### src/rtl/obf_scan_pkg.sv
package obf_scan_pkg;
  function automatic int unsigned group_of(input int unsigned chain, input int unsigned ratio);
    return chain / ratio;
  endfunction
endpackage

### src/rtl/scan_fanout.sv
module scan_fanout #(
  parameter int unsigned NUM_CHAINS = 4,
  parameter int unsigned RATIO      = 2,
  localparam int unsigned NPINS     = NUM_CHAINS / RATIO
) (
  input  logic [NPINS-1:0]      pin_i,
  output logic [NUM_CHAINS-1:0] chain_si_o
);
  import obf_scan_pkg::*;

  for (genvar j = 0; j < NUM_CHAINS; j++) begin : g_fan
    assign chain_si_o[j] = pin_i[group_of(j, RATIO)];
  end

  // every chain in a group must carry its leader's bit
  always_comb begin
    for (int j = 1; j < NUM_CHAINS; j++) begin
      if ((j % RATIO) != 0)
        p_group_same_r2: assert (chain_si_o[j] == chain_si_o[j-1]);
    end
  end
endmodule

### src/rtl/obf_chain.sv
module obf_chain #(
  parameter int unsigned          CHAIN_LEN = 3,
  parameter logic [CHAIN_LEN-1:0] GATES     = '0
) (
  input  logic                 clk_i,
  input  logic                 rst_ni,
  input  logic                 shift_i,
  input  logic                 si_i,
  input  logic [CHAIN_LEN-1:0] cap_i,
  input  logic [CHAIN_LEN-1:0] key_i,
  output logic                 so_o
);
  logic [CHAIN_LEN-1:0] cell_q, shift_d;

  for (genvar i = 0; i < CHAIN_LEN; i++) begin : g_cell
    logic src;
    if (i == 0) begin : g_head
      assign src = si_i;
    end else begin : g_body
      assign src = cell_q[i-1];
    end
    if (GATES[i]) begin : g_gate
      assign shift_d[i] = src ^ key_i[i];
    end else begin : g_wire
      assign shift_d[i] = src;
      if (i > 0) begin : g_chk
        p_ungated_pass_r8: assert property (@(posedge clk_i) disable iff (!rst_ni)
          shift_i |=> cell_q[i] == $past(cell_q[i-1]));
      end
    end
  end

  always_ff @(posedge clk_i or negedge rst_ni) begin
    if (!rst_ni)      cell_q <= '0;
    else if (shift_i) cell_q <= shift_d;
    else              cell_q <= cap_i;
  end

  assign so_o = cell_q[CHAIN_LEN-1];

  p_capture_r5: assert property (@(posedge clk_i) disable iff (!rst_ni)
    !shift_i |=> so_o == $past(cap_i[CHAIN_LEN-1]));
endmodule

### src/rtl/xor_compactor.sv
module xor_compactor #(
  parameter int unsigned NUM_CHAINS = 4,
  parameter int unsigned RATIO      = 2,
  localparam int unsigned NPINS     = NUM_CHAINS / RATIO
) (
  input  logic [NUM_CHAINS-1:0] chain_so_i,
  output logic [NPINS-1:0]      pin_o
);
  for (genvar p = 0; p < NPINS; p++) begin : g_pin
    always_comb begin
      pin_o[p] = 1'b0;
      for (int r = 0; r < RATIO; r++) pin_o[p] ^= chain_so_i[p*RATIO + r];
    end
    always_comb begin
      p_parity_r6: assert (pin_o[p] == ($countones(chain_so_i[p*RATIO +: RATIO]) % 2 == 1));
    end
  end
endmodule

### src/rtl/obf_scan_cmp.sv
module obf_scan_cmp #(
  parameter int unsigned NUM_CHAINS = 4,
  parameter int unsigned CHAIN_LEN  = 3,
  parameter int unsigned RATIO      = 2,
  parameter logic [NUM_CHAINS*CHAIN_LEN-1:0] GATE_MASK = 12'h88A,
  localparam int unsigned NPINS     = NUM_CHAINS / RATIO,
  localparam int unsigned NBITS     = NUM_CHAINS * CHAIN_LEN
) (
  input  logic             clk_i,
  input  logic             rst_ni,
  input  logic             scan_en_i,
  input  logic [NPINS-1:0] scan_in_i,
  input  logic [NBITS-1:0] cap_data_i,
  input  logic             key_load_i,
  input  logic [NBITS-1:0] key_i,
  output logic [NPINS-1:0] scan_out_o
);
  logic [NBITS-1:0]      key_q;
  logic [NUM_CHAINS-1:0] chain_si, chain_so;

  always_ff @(posedge clk_i or negedge rst_ni) begin
    if (!rst_ni)         key_q <= '0;
    else if (key_load_i) key_q <= key_i;
  end

  p_key_hold_r7: assert property (@(posedge clk_i) disable iff (!rst_ni)
    !key_load_i |=> $stable(key_q));

  scan_fanout #(.NUM_CHAINS(NUM_CHAINS), .RATIO(RATIO)) u_fanout (
    .pin_i      (scan_in_i),
    .chain_si_o (chain_si)
  );

  for (genvar j = 0; j < NUM_CHAINS; j++) begin : g_chain
    obf_chain #(
      .CHAIN_LEN (CHAIN_LEN),
      .GATES     (GATE_MASK[j*CHAIN_LEN +: CHAIN_LEN])
    ) u_chain (
      .clk_i   (clk_i),
      .rst_ni  (rst_ni),
      .shift_i (scan_en_i),
      .si_i    (chain_si[j]),
      .cap_i   (cap_data_i[j*CHAIN_LEN +: CHAIN_LEN]),
      .key_i   (key_q[j*CHAIN_LEN +: CHAIN_LEN]),
      .so_o    (chain_so[j])
    );
  end

  xor_compactor #(.NUM_CHAINS(NUM_CHAINS), .RATIO(RATIO)) u_compact (
    .chain_so_i (chain_so),
    .pin_o      (scan_out_o)
  );
endmodule

### config.mk
export PLATFORM = sky130hd
export DESIGN_NAME = obf_scan_cmp
export DESIGN_NICKNAME = d
export VERILOG_FILES = /design/src/rtl/obf_scan_pkg.sv /design/src/rtl/scan_fanout.sv /design/src/rtl/obf_chain.sv /design/src/rtl/xor_compactor.sv /design/src/rtl/obf_scan_cmp.sv
export SDC_FILE = /design/constraint.sdc
export NUM_CORES = 1
export LEC_CHECK = 0
export ABC_AREA = 1
export BUFFER_PORTS_ARGS = -buffer_cell sky130_fd_sc_hd__buf_2
export CAP_MARGIN = 30
export CORE_MARGIN = 4
export CORE_UTILIZATION = 46
export CTS_CLUSTER_DIAMETER = 40
export DETAILED_ROUTE_END_ITERATION = 10
export GPL_ROUTABILITY_DRIVEN = 0
export HOLD_SLACK_MARGIN = 0.08
export PLACE_DENSITY_LB_ADDON = 0.25
export SLEW_MARGIN = 25
export SYNTH_ARGS = -nofsm -noshare
export SYNTH_HDL_FRONTEND = slang
export SYNTH_SLANG_ARGS = --single-unit
### constraint.sdc
create_clock -name clk_i -period 2.5 [get_ports clk_i]
set_clock_uncertainty 0.15 [all_clocks]
set_input_delay 0.25 -clock clk_i [delete_from_list [all_inputs] [get_ports clk_i]]
set_output_delay 0.25 -clock clk_i [all_outputs]
set_load 0.01 [all_outputs]
==> results of run 1 <==
cells in the final DEF, fill, tap and decap left out:
cell            n
nand3_1         4
xor2_1          2
dfrtp_1        16
buf_2          23
clkbuf_4        3
inv_2           1
o21ai_0         5
inv_1           8
nand2_1        41
dlygate4sd3_1  20
report_power, final:
group / internal, W / switching (W) / total [W]
clock: 0.0000560 / 0.0000782 / 0.000134
combinational: 0.0000536 / 0.0000446 / 0.0000982
sequential: 0.000282 / 0.00000946 / 0.000291
cell type report:
cell class,count,share of cell area [%]
tap,15,1.86
timing repair buffer,43,31.3
clock buffer,3,2.24
inverter,9,3.35
multi-input combinational,52,21.5
sequential,16,39.8
worst register-to-register path, cell delays in order (launching register included):
cell,delay [ns]
dfrtp_1,0.40
inv_1,0.07
nand2_1,0.05
nand3_1,0.06
nand2_1,0.05
path summary, 6_finish.rpt:
path	from	slack (ns)	to
setup / recovery	cap_data_i[0]	0.96	g_chain[0].u_chain.cell_q[0]
hold / removal	scan_in_i[0]	0.09	g_chain[1].u_chain.cell_q[0]
setup reg to reg	key_q[11]	1.62	g_chain[3].u_chain.cell_q[2]
hold reg to reg	g_chain[0].u_chain.cell_q[1]	0.31	g_chain[0].u_chain.cell_q[2]
max in group asynchronous	rst_ni	1.71	g_chain[0].u_chain.cell_q[2]
min in group asynchronous	rst_ni	0.24	g_chain[3].u_chain.cell_q[1]
flip-flops by register name (all words and copies together) (netlist names):
signal / flops
g_chain.u_chain.cell_q: 12
key_q: 4
stage by stage:
stage | power (W) | std cells | utilization, % | hold WS, ns
2_1_floorplan | 0.000336 | 79 | - | -0.196
3_3_place_gp | 0.000366 | 115 | 58.8 | 0.0255
3_5_place_dp | 0.000370 | 115 | 58.8 | 0.0302
4_1_cts | 0.000523 | 138 | 75.5 | 0.0930
5_1_grt | 0.000548 | 138 | 75.5 | 0.128
6_report | 0.000524 | 138 | 75.5 | 0.0905
repair_timing:
item,CTS,global route
endpoints found under the hold margin,32,0
hold buffers,20,0
buffers inserted,0,0
endpoints found under the setup margin,0,0
layer usage:
metal  GRT usage [%]  vias to the layer above
met5               0                        -
met4            8.52                        0
met3            4.69                        4
met2            29.4                       20
met1            20.4                      294
li1                -                      325
logic make-up after synthesis:
group,synth area share [%]
buffers and inverters,7.85
AND/OR/NAND/NOR,26.0
XOR/XNOR,2.62
AO/OA/AOI/OAI,3.74
flip-flops,59.8
==> out/metrics.cfg, run 1 <==
[sta]
rsz0062_at_grt = false
relSlewSlack_pct = 76.8
max_freq_mhz = 649
finalMaxSlewViolations = 0
layout_setup_ws_ns = 0.958
min_period_ns = 1.54
hold_viol_final = 0
finalSetupViolations = 0
setup_tns_ns = 0
fin_crit_sh_pct = 61.7
worst_pin_slew_ns = 0.347

[final_layout]
fillers = 101
final_cell_area_um2 = 1010
layout-drive-gt1-share_pct = 22.0
ff_latch_area_um2 = 400
multi_input_area_um2 = 216
nets = 155
synthToLayoutAreaGrowth_pct = 50.5
insertedDiodeCount = 0

[job]
cap_violations = 0

[synth]
ys_warn_count = 0
netlist_top_cells_area = dfrtp_1 (60%), nand2_1 (23%), inv_1 (4.5%)
netlist_area_um2 = 669
yosys.area.top_type = dfrtp_1
synth_seq_area_share_pct = 59.8
yosysMostFrequentCell = nand2_1
ys_ff_latch = 16
synth_cell_types = 9
ys_async_sr_fraction_pct = 100
synthFlopType = dfrtp_1
synth_edf_count = 0
synth_common_cells = nand2_1 (41), dfrtp_1 (16), inv_1 (8)
avgSynthCellArea_um2 = 8.47
synth_top_area_share_pct = 59.8
synth_nets = 109
syn_inst = 79

[clocking]
cts_inserted_buffers = 3
cts_resized = 0
clock_path_buffers = 2
root_buffer = clkbuf_4
tritoncts = done
clock-sinks = 16
htreeDepth = 1
clock_latency_ns = 0.29
clkTransAtPathRegs_ns = 0.08

[drt]
wl_per_cell_um = 10.3
drtAntennaViolNets = 0
wl_met2_um = 691
via_count = 643
drcViolationCount = 0
met1_length_um = 612
detailroute.wirelength.met3_um = 92
drt_iter0_markers = 2
routed_via_density = 4.66
firstDrtPassIters = 2
routed.top_layer = met4
routed_wirelength_um = 1430

[floorplan]
initial_utilization_pct = 50.2
die-area_um2 = 2130
rows = 13
ios = 32
core_um2 = 1330
fp.dieH_um = 46.1
die_x_um = 46.1

[critical_path]
cp.depth = 5
cp_common_cell = dlygate4sd3_1
worstSetupPathType = in -> reg
cp-start-kind = primary input
path_cells = dlygate4sd3_1 > buf_2 > nand2_1 > o21ai_0 > dlygate4sd3_1
slowest_stage = dlygate4sd3_1
slowest_delay_ns = 0.55
cpLargestDelayFamily = buffers and inverters
worstPathMaxFanout = 1
arrival_ns = 1.57
path_buf_inv = 3
crit_path_end_kind = flop
cp.required_ns = 2.52
r2r_cells = 4

[global_routing]
grt_antenna_before_repair = 0
grtUsageTotal_pct = 17.5
grt_max_degree = 17
grt_first_pass_wirelength_um = 2560
grt_pass1_vias = 637
grt_overflow = 0

[pwr]
power_density_nw_per_um2 = 520
ir_worst_vdd_uv = 362
power_leakage_nw = 0.561

[min_path]
min_path_type = in -> reg
hold_path_depth = 4

[place]
dpl.hpwl_um = 888
port_buffers = 23
pre_cts_ws_ns = 1.45
placed_area_um2 = 785

[run_status]
outcome = complete, no violations

Note: power is estimated with default switching activity, not from simulation.
==> run 2, diff against run 1 <==
- CORE_UTILIZATION: 46 -> 39
- clock period: 2.5 -> 1.4 ns (I/O delays scaled with it)
==> out/metrics.cfg, run 2 (synthesis gave the netlist of run 1 again) <==
[critical_path]
startpoint = g_chain[3].u_chain.cell_q[2]
reg2reg_slack_ns = 0.52
worstSetupPathType = reg -> out
r2r_cells = 4
rr_endpoint = g_chain[1].u_chain.cell_q[0]
crit_path_end = scan_out_o[1]
cp.required_ns = 1.11
worstPathMaxFanout = 1
cp-start-kind = flop
arrival_ns = 0.95
crit_path_end_kind = primary output
reg2reg_from = key_q[3]

[floorplan]
die-area_um2 = 2440
fp.dieH_um = 49.4
die_x_um = 49.4
rows = 14
initial_utilization_pct = 42.9
ios = 32
core_um2 = 1560

[pwr]
swShare_pct = 23.9
p_switching_w = 0.000239
power_w = 0.00100
power.internal_w = 0.000760
power_leakage_nw = 0.579
p_clk_share_pct = 30.0
p_seq_share_pct = 52.0
comb_power_share_pct = 18.0
ir_worst_vdd_uv = 676
power_density_nw_per_um2 = 950

[drt]
routed.top_layer = met4
wl_met2_um = 775
firstDrtPassIters = 2
routed_wirelength_um = 1490
drt_iter0_markers = 2
routed_via_density = 4.45
drtAntennaViolNets = 0
via_count = 636
drcViolationCount = 0
met1_length_um = 617
detailroute.wirelength.met3_um = 87
wl_per_cell_um = 10.4

[global_routing]
grt_max_degree = 17
grt_overflow = 0
grt_pass1_vias = 625
grt_first_pass_wirelength_um = 2710
grt_antenna_before_repair = 0
grtUsageTotal_pct = 14.8

[final_layout]
synthToLayoutAreaGrowth_pct = 57.2
insertedDiodeCount = 0
largest_reg_flops = 12
reg_top3 = g_chain.u_chain.cell_q (12), key_q (4)
final_common_cell = nand2_1
post_layout_nonfiller_instances = 143
largest-register = g_chain.u_chain.cell_q
layout.cells.most_common_list = nand2_1 (41), dlygate4sd3_1 (23), buf_2 (23), dfrtp_1 (16), inv_1 (8)
layout-drive-gt1-share_pct = 22.0
nets = 158
fillers = 129

[job]
cap_violations = 0

[clocking]
clkTransAtPathRegs_ns = 0.09
clock_path_buffers = 2
clock-sinks = 16
htreeDepth = 1
tritoncts = done
cts_inserted_buffers = 3
root_buffer = clkbuf_4
clock_latency_ns = 0.28

[min_path]
min_path_type = in -> reg

[sta]
setup_tns_ns = 0
max_freq_mhz = 806
layout_setup_ws_ns = 0.160
hold_viol_final = 0
finalSetupViolations = 0
fin_crit_sh_pct = 88.6
min_period_ns = 1.24
relSlewSlack_pct = 77.5
rsz0062_at_grt = false
worst_pin_slew_ns = 0.338
finalMaxSlewViolations = 0
holdWs_ns = 0.0859

[place]
dp_cells = 116
port_buffers = 23
dpl.hpwl_um = 872
pre_cts_ws_ns = 0.429

[run_status]
outcome = complete, no violations

## run 2: critical path: stages (launching register included)
cell and delay, ns:
dfrtp_1 0.38, xor2_1 0.15, buf_2 0.13
## run 2: metrics by stage
| step | util (%) | area (um^2) |
|---|---|---|
| final | 67.5 | 1050 |
| after global routing | 67.5 | 1050 |
| after global placement | 50.4 | 786 |
| after floorplan | - | 669 |
| after CTS | 69.4 | 1080 |
| after detailed placement | 50.4 | 786 |
## run 2: area by class of cell
| class | count | area (um^2) | area share, % |
|---|---|---|---|
| timing repair buffer | 46 | 345 | 32.8 |
| multi-input combinational | 52 | 216 | 20.6 |
| sequential | 16 | 400 | 38.0 |
| tap | 16 | 20.0 | 1.90 |
| inverter | 9 | 33.8 | 3.21 |
| clock buffer | 4 | 36.3 | 3.45 |
## run 2: routing by layer
metal | up-vias | global-route usage [%]
met1 | 282 | 18.0
met5 | - | 0
met2 | 19 | 25.4
met4 | 0 | 4.15
li1 | 333 | -
met3 | 2 | 3.98
## run 2: timing repair
action                                  in CTS  in global routing
gates resized for setup                      0                  0
hold buffers                                26                  3
buffers inserted                             0                  0
hold endpoints to repair                    32                  5
endpoints found under the setup margin       0                  6
## run 2: worst min path at each step
stage               from                      endpoint  slack [ns]  cells after the start
4_1_cts           rst_ni  g_chain[3].u_chain.cell_q[2]        0.15                      2
3_5_place_dp      rst_ni  g_chain[3].u_chain.cell_q[2]       -0.08                      1
6_report       scan_en_i  g_chain[2].u_chain.cell_q[0]        0.09                      4
2_1_floorplan     rst_ni  g_chain[0].u_chain.cell_q[0]       -0.31                      0
3_3_place_gp      rst_ni  g_chain[3].u_chain.cell_q[2]       -0.08                      1
5_1_grt        scan_en_i  g_chain[1].u_chain.cell_q[0]        0.12                      4
## run 2: power groups by stage
stage	Clock [W]	Sequential [W]	Combinational (W)
floorplan	0	0.000526	0.0000739
global placement	0	0.000528	0.000126
detailed placement	0	0.000529	0.000130
CTS	0.000312	0.000519	0.000195
global route	0.000329	0.000526	0.000210
finish	0.000300	0.000520	0.000180
